[src/rtl/bank_switch_pkg.sv]
package bank_switch_pkg;

    localparam int CPU_AW       = 16;
    localparam int CPU_DW       = 8;
    localparam int ROM_PG_W     = 5;
    localparam int RAM_PG_W     = 4;
    localparam int ROM_OFF_BIT  = 7;
    localparam logic [7:0] ROM_CFG_PORT = 8'h7C;
    localparam logic [7:0] RAM_CFG_PORT = 8'h78;

    // Decoded bus cycle, active-high view of the strobes.
    typedef struct packed {
        logic mem_req;
        logic io_wr;
        logic upper;
        logic [7:0] port;
    } bus_cycle_t;

    // Where the current memory cycle lands.
    typedef enum logic [1:0] {
        TGT_NONE = 2'd0,
        TGT_ROM  = 2'd1,
        TGT_RAM  = 2'd2
    } mem_target_t;

    function automatic bus_cycle_t decode_cycle(
        input logic [CPU_AW-1:0] addr,
        input logic mreq_n, input logic iorq_n,
        input logic rd_n, input logic wr_n, input logic m1_n);
        bus_cycle_t c;
        c.mem_req = !mreq_n && (!rd_n || !wr_n);
        c.io_wr   = !iorq_n && !wr_n && m1_n;
        c.upper   = addr[CPU_AW-1];
        c.port    = addr[7:0];
        return c;
    endfunction

endpackage

[src/rtl/bank_port_decode.sv]
module bank_port_decode
    import bank_switch_pkg::*;
#(
    parameter logic [7:0] ROM_PORT = ROM_CFG_PORT,
    parameter logic [7:0] RAM_PORT = RAM_CFG_PORT
) (
    input  bus_cycle_t cyc,
    output logic       rom_ld,
    output logic       ram_ld
);
    always_comb begin
        rom_ld = cyc.io_wr && (cyc.port == ROM_PORT);
        ram_ld = cyc.io_wr && (cyc.port == RAM_PORT);
    end
endmodule

[src/rtl/bank_cfg_reg.sv]
module bank_cfg_reg #(
    parameter int W = 8
) (
    input  logic         clk,
    input  logic         rst,
    input  logic         ld,
    input  logic [W-1:0] d,
    output logic [W-1:0] q
);
    always_ff @(posedge clk) begin
        if (rst)
            q <= '0;
        else if (ld)
            q <= d;
    end
endmodule

[src/rtl/bank_window_map.sv]
module bank_window_map
    import bank_switch_pkg::*;
#(
    parameter int ROM_W   = ROM_PG_W,
    parameter int RAM_W   = RAM_PG_W,
    parameter int OFF_BIT = ROM_OFF_BIT
) (
    input  bus_cycle_t        cyc,
    input  logic [CPU_DW-1:0] rom_cfg,
    input  logic [CPU_DW-1:0] ram_cfg,
    output mem_target_t       tgt,
    output logic [ROM_W-1:0]  rom_hi,
    output logic [RAM_W-1:0]  ram_hi
);
    logic rom_off;

    always_comb begin
        rom_off = rom_cfg[OFF_BIT];
        rom_hi  = rom_cfg[ROM_W-1:0];
        if (!cyc.mem_req)
            tgt = TGT_NONE;
        else if (cyc.upper || rom_off)
            tgt = TGT_RAM;
        else
            tgt = TGT_ROM;
    end

    // Each SRAM page line is pulled high while the upper half is addressed.
    for (genvar i = 0; i < RAM_W; i++) begin : g_ram_line
        assign ram_hi[i] = ram_cfg[i] | cyc.upper;
    end
endmodule

[src/rtl/bank_switch_ctrl.sv]
module bank_switch_ctrl
    import bank_switch_pkg::*;
#(
    parameter logic [7:0] ROM_PORT = ROM_CFG_PORT,
    parameter logic [7:0] RAM_PORT = RAM_CFG_PORT,
    parameter int         ROM_W    = ROM_PG_W,
    parameter int         RAM_W    = RAM_PG_W
) (
    input  logic              clk,
    input  logic              rst,
    input  logic [CPU_AW-1:0] cpu_addr,
    input  logic [CPU_DW-1:0] cpu_data,
    input  logic              mreq_n,
    input  logic              iorq_n,
    input  logic              rd_n,
    input  logic              wr_n,
    input  logic              m1_n,
    output logic              rom_ce_n,
    output logic              ram_ce_n,
    output logic [ROM_W-1:0]  rom_hi,
    output logic [RAM_W-1:0]  ram_hi
);
    bus_cycle_t        cyc;
    logic              rom_ld, ram_ld;
    logic [CPU_DW-1:0] rom_cfg, ram_cfg;
    mem_target_t       tgt;

    assign cyc = decode_cycle(cpu_addr, mreq_n, iorq_n, rd_n, wr_n, m1_n);

    bank_port_decode #(.ROM_PORT(ROM_PORT), .RAM_PORT(RAM_PORT)) u_dec (
        .cyc(cyc), .rom_ld(rom_ld), .ram_ld(ram_ld)
    );

    bank_cfg_reg #(.W(CPU_DW)) u_rom_reg (
        .clk(clk), .rst(rst), .ld(rom_ld), .d(cpu_data), .q(rom_cfg)
    );

    bank_cfg_reg #(.W(CPU_DW)) u_ram_reg (
        .clk(clk), .rst(rst), .ld(ram_ld), .d(cpu_data), .q(ram_cfg)
    );

    bank_window_map #(.ROM_W(ROM_W), .RAM_W(RAM_W)) u_map (
        .cyc(cyc), .rom_cfg(rom_cfg), .ram_cfg(ram_cfg),
        .tgt(tgt), .rom_hi(rom_hi), .ram_hi(ram_hi)
    );

    assign rom_ce_n = (tgt != TGT_ROM);
    assign ram_ce_n = (tgt != TGT_RAM);
endmodule

[config.mk]
export PLATFORM = sky130hd
export DESIGN_NAME = bank_switch_ctrl
export DESIGN_NICKNAME = d
export VERILOG_FILES = /design/src/rtl/bank_switch_pkg.sv /design/src/rtl/bank_port_decode.sv /design/src/rtl/bank_cfg_reg.sv /design/src/rtl/bank_window_map.sv /design/src/rtl/bank_switch_ctrl.sv
export SDC_FILE = /design/constraint.sdc
export NUM_CORES = 1
export LEC_CHECK = 0
export ABC_AREA = 1
export BUFFER_PORTS_ARGS = -buffer_cell sky130_fd_sc_hd__buf_2
export CORE_MARGIN = 4
export CORE_UTILIZATION = 44
export CTS_BUF_LIST = sky130_fd_sc_hd__clkbuf_8
export CTS_CLUSTER_DIAMETER = 150
export DETAILED_ROUTE_END_ITERATION = 8
export PLACE_DENSITY = 0.86
export SKIP_LAST_GASP = 1
export SYNTH_ARGS = -nofsm -noshare
export SYNTH_HDL_FRONTEND = slang
export SYNTH_SLANG_ARGS = --single-unit
[constraint.sdc]
create_clock -name clk -period 2 [get_ports clk]
set_input_delay 0.3 -clock clk [delete_from_list [all_inputs] [get_ports clk]]
set_output_delay 0.3 -clock clk [all_outputs]
set_load 0.03 [all_outputs]
==> flow_metrics.py, run 1 <==
metrics = {
    "run_status": {
        "status": "finished, final reports clean",
    },
    "layout": {
        "area_delta_synth_final_pct": 29.3,
        "nFillCells": 112,
        "nets": 147,
        "diodes": 0,
        "sequential_cell_area_um2": 200,
        "multiInputGateArea_um2": 277,
        "drive_gt1_share_pct": 37.7,
    },
    "grt": {
        "grt_max_degree": 21,
        "antenna_found_initial": 0,
        "grt_usage_pct": 14.4,
        "grt_pass1_wl_mm": 1.97,
        "gr-total-overflow": 0,
        "grt_pass1_vias": 499,
        "use_met1_pct": 14.9,
        "grt.busiest_layer": "met2",
        "met3_usage_pct": 5.69,
        "grtUsageMet2_pct": 21.5,
    },
    "synthesis": {
        "synth_top_area_share_pct": 34.9,
        "seq_area_frac_synth_pct": 34.9,
        "syn_inst": 86,
        "synth_cell_types": 14,
        "ys_top_cells_by_area": "dfxtp_1 (35%), nand2_1 (9.8%), a21oi_1 (9.6%)",
        "synth_area_um2": 573,
        "yosys-top-cells-count": "nand2_1 (15), nor2_1 (13), a21oi_1 (11), nand3_1 (11), dfxtp_1 (10)",
        "yosys_register_bits": 10,
        "yosysTopAreaCell": "dfxtp_1",
        "synth_edf_count": 0,
        "post-synth-top-count-cell": "nand2_1",
        "synthFlopType": "dfxtp_1",
        "yosysWarnings": 0,
        "synthesis.nets": 117,
        "ys_async_sr_fraction_pct": 0,
        "synth_area_per_cell_um2": 6.66,
    },
    "cts": {
        "clockBufferDepth": 2,
        "cts_setup_buffers": 0,
        "h-tree-depth": 1,
        "clock-sinks": 10,
        "cts-resized-gates": 0,
        "cts_tree": "built",
        "clock_latency_ps": 230,
        "cts_hold_buf": 0,
        "root_buffer": "clkbuf_8",
        "cts_buffers": 3,
        "clkTransAtPathRegs_ps": 50,
    },
    "power": {
        "max-vdd-ir-drop_mv": 0.603,
        "p_per_area_nw_per_um2": 636,
        "leakagePower_nw": 0.392,
        "power.total_mw": 0.471,
    },
    "routing": {
        "final_antenna_net_count": 0,
        "drt_iter0_drc": 5,
        "vias": 597,
        "routed_wirelength_mm": 1.21,
        "drcViolationCount": 0,
        "drt_first_pass_iters": 4,
        "drt-wirelength-per-cell_um": 9.47,
        "avgViaCountPerCell": 4.66,
    },
    "sta": {
        "setup_violations": 0,
        "clock_skew_ps": 0,
        "fin_crit_sh_pct": 64.3,
        "tns_ps": 0,
        "tightest_slew_ps": 267,
        "slew-limit-headroom_pct": 82.2,
        "fmax_mhz": 778,
        "hold_viol_final": 0,
        "slew_violations": 0,
        "fin_crit_ps": 1290,
        "rsz0062_at_grt": "no",
    },
    "critical_path": {
        "cpPeakStageDelay_ps": 300,
        "timing.rr.end": "u_rom_reg.q[4]",
        "r2r_slack_ps": 1400,
        "reg2regPathDepth": 2,
        "cp_slowest_cell": "dfxtp_1",
        "critPathCapture": "ram_hi[1]",
        "end_kind": "output pin",
        "startpoint": "u_ram_reg.q[1]",
        "r2r_start": "u_rom_reg.q[4]",
        "critPathMaxFanout": 2,
        "path_cells": "or2_2, buf_2",
        "crit_type": "reg2out",
        "cp-start-kind": "flip-flop",
        "cp_data_required_time_ps": 1700,
        "worstPathArrival_ps": 990,
    },
    "hold_path": {
        "hp-class": "in2reg",
        "min_path_cells": 5,
    },
    "place": {
        "port_buffers": 32,
        "hpwl_um": 925,
        "gp_congestion": 0.718,
    },
    "die": {
        "dieArea_um2": 1940,
        "die_h_um": 44.1,
        "die_x_um": 44.1,
        "io_pins": 42,
        "start_util_pct": 48.9,
        "rows": 12,
        "fp.coreArea_um2": 1170,
    },
    "job": {
        "maxCapViolations": 0,
    },
}
[critical path, delay by kind of cell, from the launching register on]
| family | cells | cell delay [ps] |
|---|---|---|
| AND/OR/NAND/NOR | 1 | 280 |
| flip-flops | 1 | 300 |
| buffers and inverters | 1 | 180 |
[kinds of logic after synthesis]
logic type | after synthesis | share of synthesized area, %
compound gates | 12 | 10.5
flops | 10 | 34.9
simple gates | 46 | 37.8
buf+inv | 18 | 16.8
[metal layers]
layer  wire [um]  up-vias
met5           0        -
met4          53        0
met3         154        5
met2         520       30
met1         484      242
li1            -      320
[metrics by stage]
step / worst slack (ps) / instances / util (%) / hold WS [ps] / cell area, um^2
2_1_floorplan: 704 / 86 / - / 444 / 573
3_3_place_gp: 780 / 125 / 59.7 / 459 / 699
3_5_place_dp: 759 / 125 / 59.7 / 466 / 699
4_1_cts: 706 / 128 / 63.2 / 384 / 741
5_1_grt: 665 / 128 / 63.2 / 413 / 741
6_report: 715 / 128 / 63.2 / 388 / 741
[power breakdown]
group          switching, mW  total, mW  internal [mW]  leakage [nW]
Sequential         0.0000642      0.200          0.200        0.0805
Clock                 0.0700      0.201          0.131        0.0216
Combinational         0.0400     0.0698         0.0297         0.290
Total                  0.110      0.471          0.361         0.392
[state kept, by name (all words and copies together) (netlist names)]
register,flops
u_ram_reg.q,4
u_rom_reg.q,6
[cell usage in the layout (no fill, tap or decap)]
| master | instances |
|---|---|
| buf_4 | 1 |
| a21oi_1 | 11 |
| dfxtp_1 | 10 |
| nor2_4 | 2 |
| buf_2 | 32 |
| clkinv_1 | 1 |
| clkbuf_8 | 3 |
| or2_2 | 4 |
| nor2_1 | 13 |
| inv_1 | 9 |
| o21ai_0 | 1 |
| or2_4 | 1 |
| nand3_1 | 11 |
| nand2_1 | 15 |
[cell type report]
cell class                      instances  area share, %
Timing Repair Buffer                   33           22.6
Clock buffer                            3           5.57
Inverter                               10           5.07
Multi-Input combinational cell         58           37.3
Tap cell                               14           2.36
Sequential cell                        10           27.0
[worst min-delay path by stage]
stage / startpoint / to / slack [ps]
after global routing: cpu_data[4] / u_rom_reg.q[4] / 410
after CTS: cpu_data[7] / u_rom_reg.q[7] / 380
final: cpu_data[7] / u_rom_reg.q[7] / 390
after detailed placement: u_rom_reg.q[2] / u_rom_reg.q[2] / 470
after floorplan: u_ram_reg.q[0] / u_ram_reg.q[0] / 440
after global placement: u_rom_reg.q[0] / u_rom_reg.q[0] / 460
(Power assumes the default switching activity.)
==> run 2: changes to the inputs <==
- CORE_UTILIZATION: 44 -> 40
- PLACE_DENSITY: 0.86 -> 0.79
- clock period: 2 -> 1.34 ns (I/O delays scaled with it)
==> run 2 against run 1 <==
  * Global-route usage down 1.8 points
  * Cell count up 0.78%
  * Critical path type unchanged
  * Clock skew unchanged
  * Power up 48%
  * Clock-buffer cell count unchanged
  * Sequential share of layout area about the same
  * Largest cell class unchanged
  * Die area up 8.1%
  * Hold slack worse by 90 ps
  * Clock power up 46%
==> flow_metrics.py, run 2 (same netlist as run 1, synthesis figures left out) <==
metrics = {
    "run_status": {
        "status": "finished, final reports clean",
    },
    "cts": {
        "cts_hold_buf": 0,
        "clockBufferDepth": 2,
        "clock-sinks": 10,
        "cts_setup_buffers": 0,
        "cts_buffers": 3,
        "cts_tree": "built",
        "h-tree-depth": 1,
        "clock_latency_ps": 230,
        "clkTransAtPathRegs_ps": 40,
        "cts-resized-gates": 0,
        "root_buffer": "clkbuf_8",
    },
    "layout": {
        "area_delta_synth_final_pct": 29.5,
        "layout_common_cells": "buf_2 (32), nand2_1 (15), nor2_1 (13), nand3_1 (11), a21oi_1 (11)",
        "diodes": 0,
        "nFillCells": 129,
        "nets": 147,
        "final_common_cell": "buf_2",
        "top_register": "u_rom_reg.q",
        "drive_gt1_share_pct": 37.7,
        "largest_reg_flops": 6,
        "top_regs": "u_rom_reg.q: 6 flops, u_ram_reg.q: 4 flops",
        "stdcell_count": 129,
        "utilization_pct": 56.3,
    },
    "routing": {
        "drt_iter0_drc": 2,
        "drcViolationCount": 0,
        "routed_wirelength_mm": 1.26,
        "drt_first_pass_iters": 5,
        "avgViaCountPerCell": 4.68,
        "vias": 604,
        "final_antenna_net_count": 0,
        "drt-wirelength-per-cell_um": 9.76,
    },
    "place": {
        "gp_congestion": 0.748,
        "dp.cells": 126,
        "port_buffers": 32,
        "hpwl_um": 999,
    },
    "power": {
        "power.total_mw": 0.697,
        "p_per_area_nw_per_um2": 939,
        "max-vdd-ir-drop_mv": 0.366,
        "leakagePower_nw": 0.392,
    },
    "critical_path": {
        "critPathMaxFanout": 2,
        "end_kind": "output pin",
        "r2r_start": "u_rom_reg.q[7]",
        "timing.rr.end": "u_rom_reg.q[7]",
        "crit_type": "reg2out",
        "cp_data_required_time_ps": 1140,
        "worstPathArrival_ps": 990,
        "r2r_slack_ps": 700,
        "reg2regPathDepth": 2,
        "cp-start-kind": "flip-flop",
    },
    "sta": {
        "setup_violations": 0,
        "fmax_mhz": 837,
        "fin_crit_ps": 1200,
        "fin_crit_sh_pct": 89.2,
        "slew-limit-headroom_pct": 81.7,
        "tns_ps": 0,
        "clock_skew_ps": 0,
        "slew_violations": 0,
        "rsz0062_at_grt": "no",
        "hold_viol_final": 0,
        "tightest_slew_ps": 274,
    },
    "hold_path": {
        "hp-class": "in2reg",
        "hold_end": "u_rom_reg.q[4]",
        "min_path_cells": 5,
        "hp-start": "cpu_data[4]",
    },
    "die": {
        "fp.coreArea_um2": 1320,
        "start_util_pct": 43.5,
        "rows": 13,
        "die_x_um": 45.9,
        "die_h_um": 45.9,
        "dieArea_um2": 2100,
        "io_pins": 42,
    },
    "grt": {
        "antenna_found_initial": 0,
        "grt_max_degree": 21,
        "gr-total-overflow": 0,
        "grt_pass1_vias": 498,
        "grt_pass1_wl_mm": 1.86,
        "grt_usage_pct": 12.6,
    },
    "job": {
        "maxCapViolations": 0,
    },
}
## run 2: cell counts in the layout (fill, tap and decap cells not counted)
No cell type changed its count.
## run 2: power breakdown
group	internal (mW)	switching (mW)	total, mW	leakage, nW
Sequential	0.299	0.000101	0.299	0.0805
Clock	0.195	0.0983	0.293	0.0216
Combinational	0.0444	0.0602	0.105	0.290
## run 2: area by class of cell
type | instances | area [um^2] | area share [%]
repair buffers | 33 | 168 | 22.6
well taps | 15 | 18.8 | 2.53
multi-input cells | 58 | 277 | 37.3
inverters | 10 | 37.5 | 5.06
clock buffers | 3 | 41.3 | 5.56
flip-flops and latches | 10 | 200 | 27.0
## run 2: worst max-delay path: stages, from the launching register on
cell	delay, ps
dfxtp_1	300
or2_2	290
buf_2	180
## run 2: routing by layer
layer,global-route usage [%],vias to the layer above,share of wire (%)
met2,22.8,22,50
met3,3.56,4,9.4
met5,0,-,0
li1,-,321,-
met4,8.52,0,2.2
met1,12.1,257,38
## run 2: worst max-delay path by stage
stage,start,endpoint,slack (ps),cells after the start
after floorplan,u_rom_reg.q[7],ram_ce_n,140,1
after global placement,cpu_addr[1],u_rom_reg.q[3],210,6
after detailed placement,cpu_addr[1],u_rom_reg.q[1],200,6
after CTS,u_ram_reg.q[0],ram_hi[0],140,2
after global routing,u_ram_reg.q[2],ram_hi[2],110,2
final,u_ram_reg.q[0],ram_hi[0],140,2
## run 2: through the flow
stage          worst slack, ps  area (um^2)  hold slack (ps)
2_1_floorplan              143          573              421
3_3_place_gp               214          701              458
3_5_place_dp               200          701              464
4_1_cts                    138          742              299
5_1_grt                    108          742              317
6_report                   145          742              298
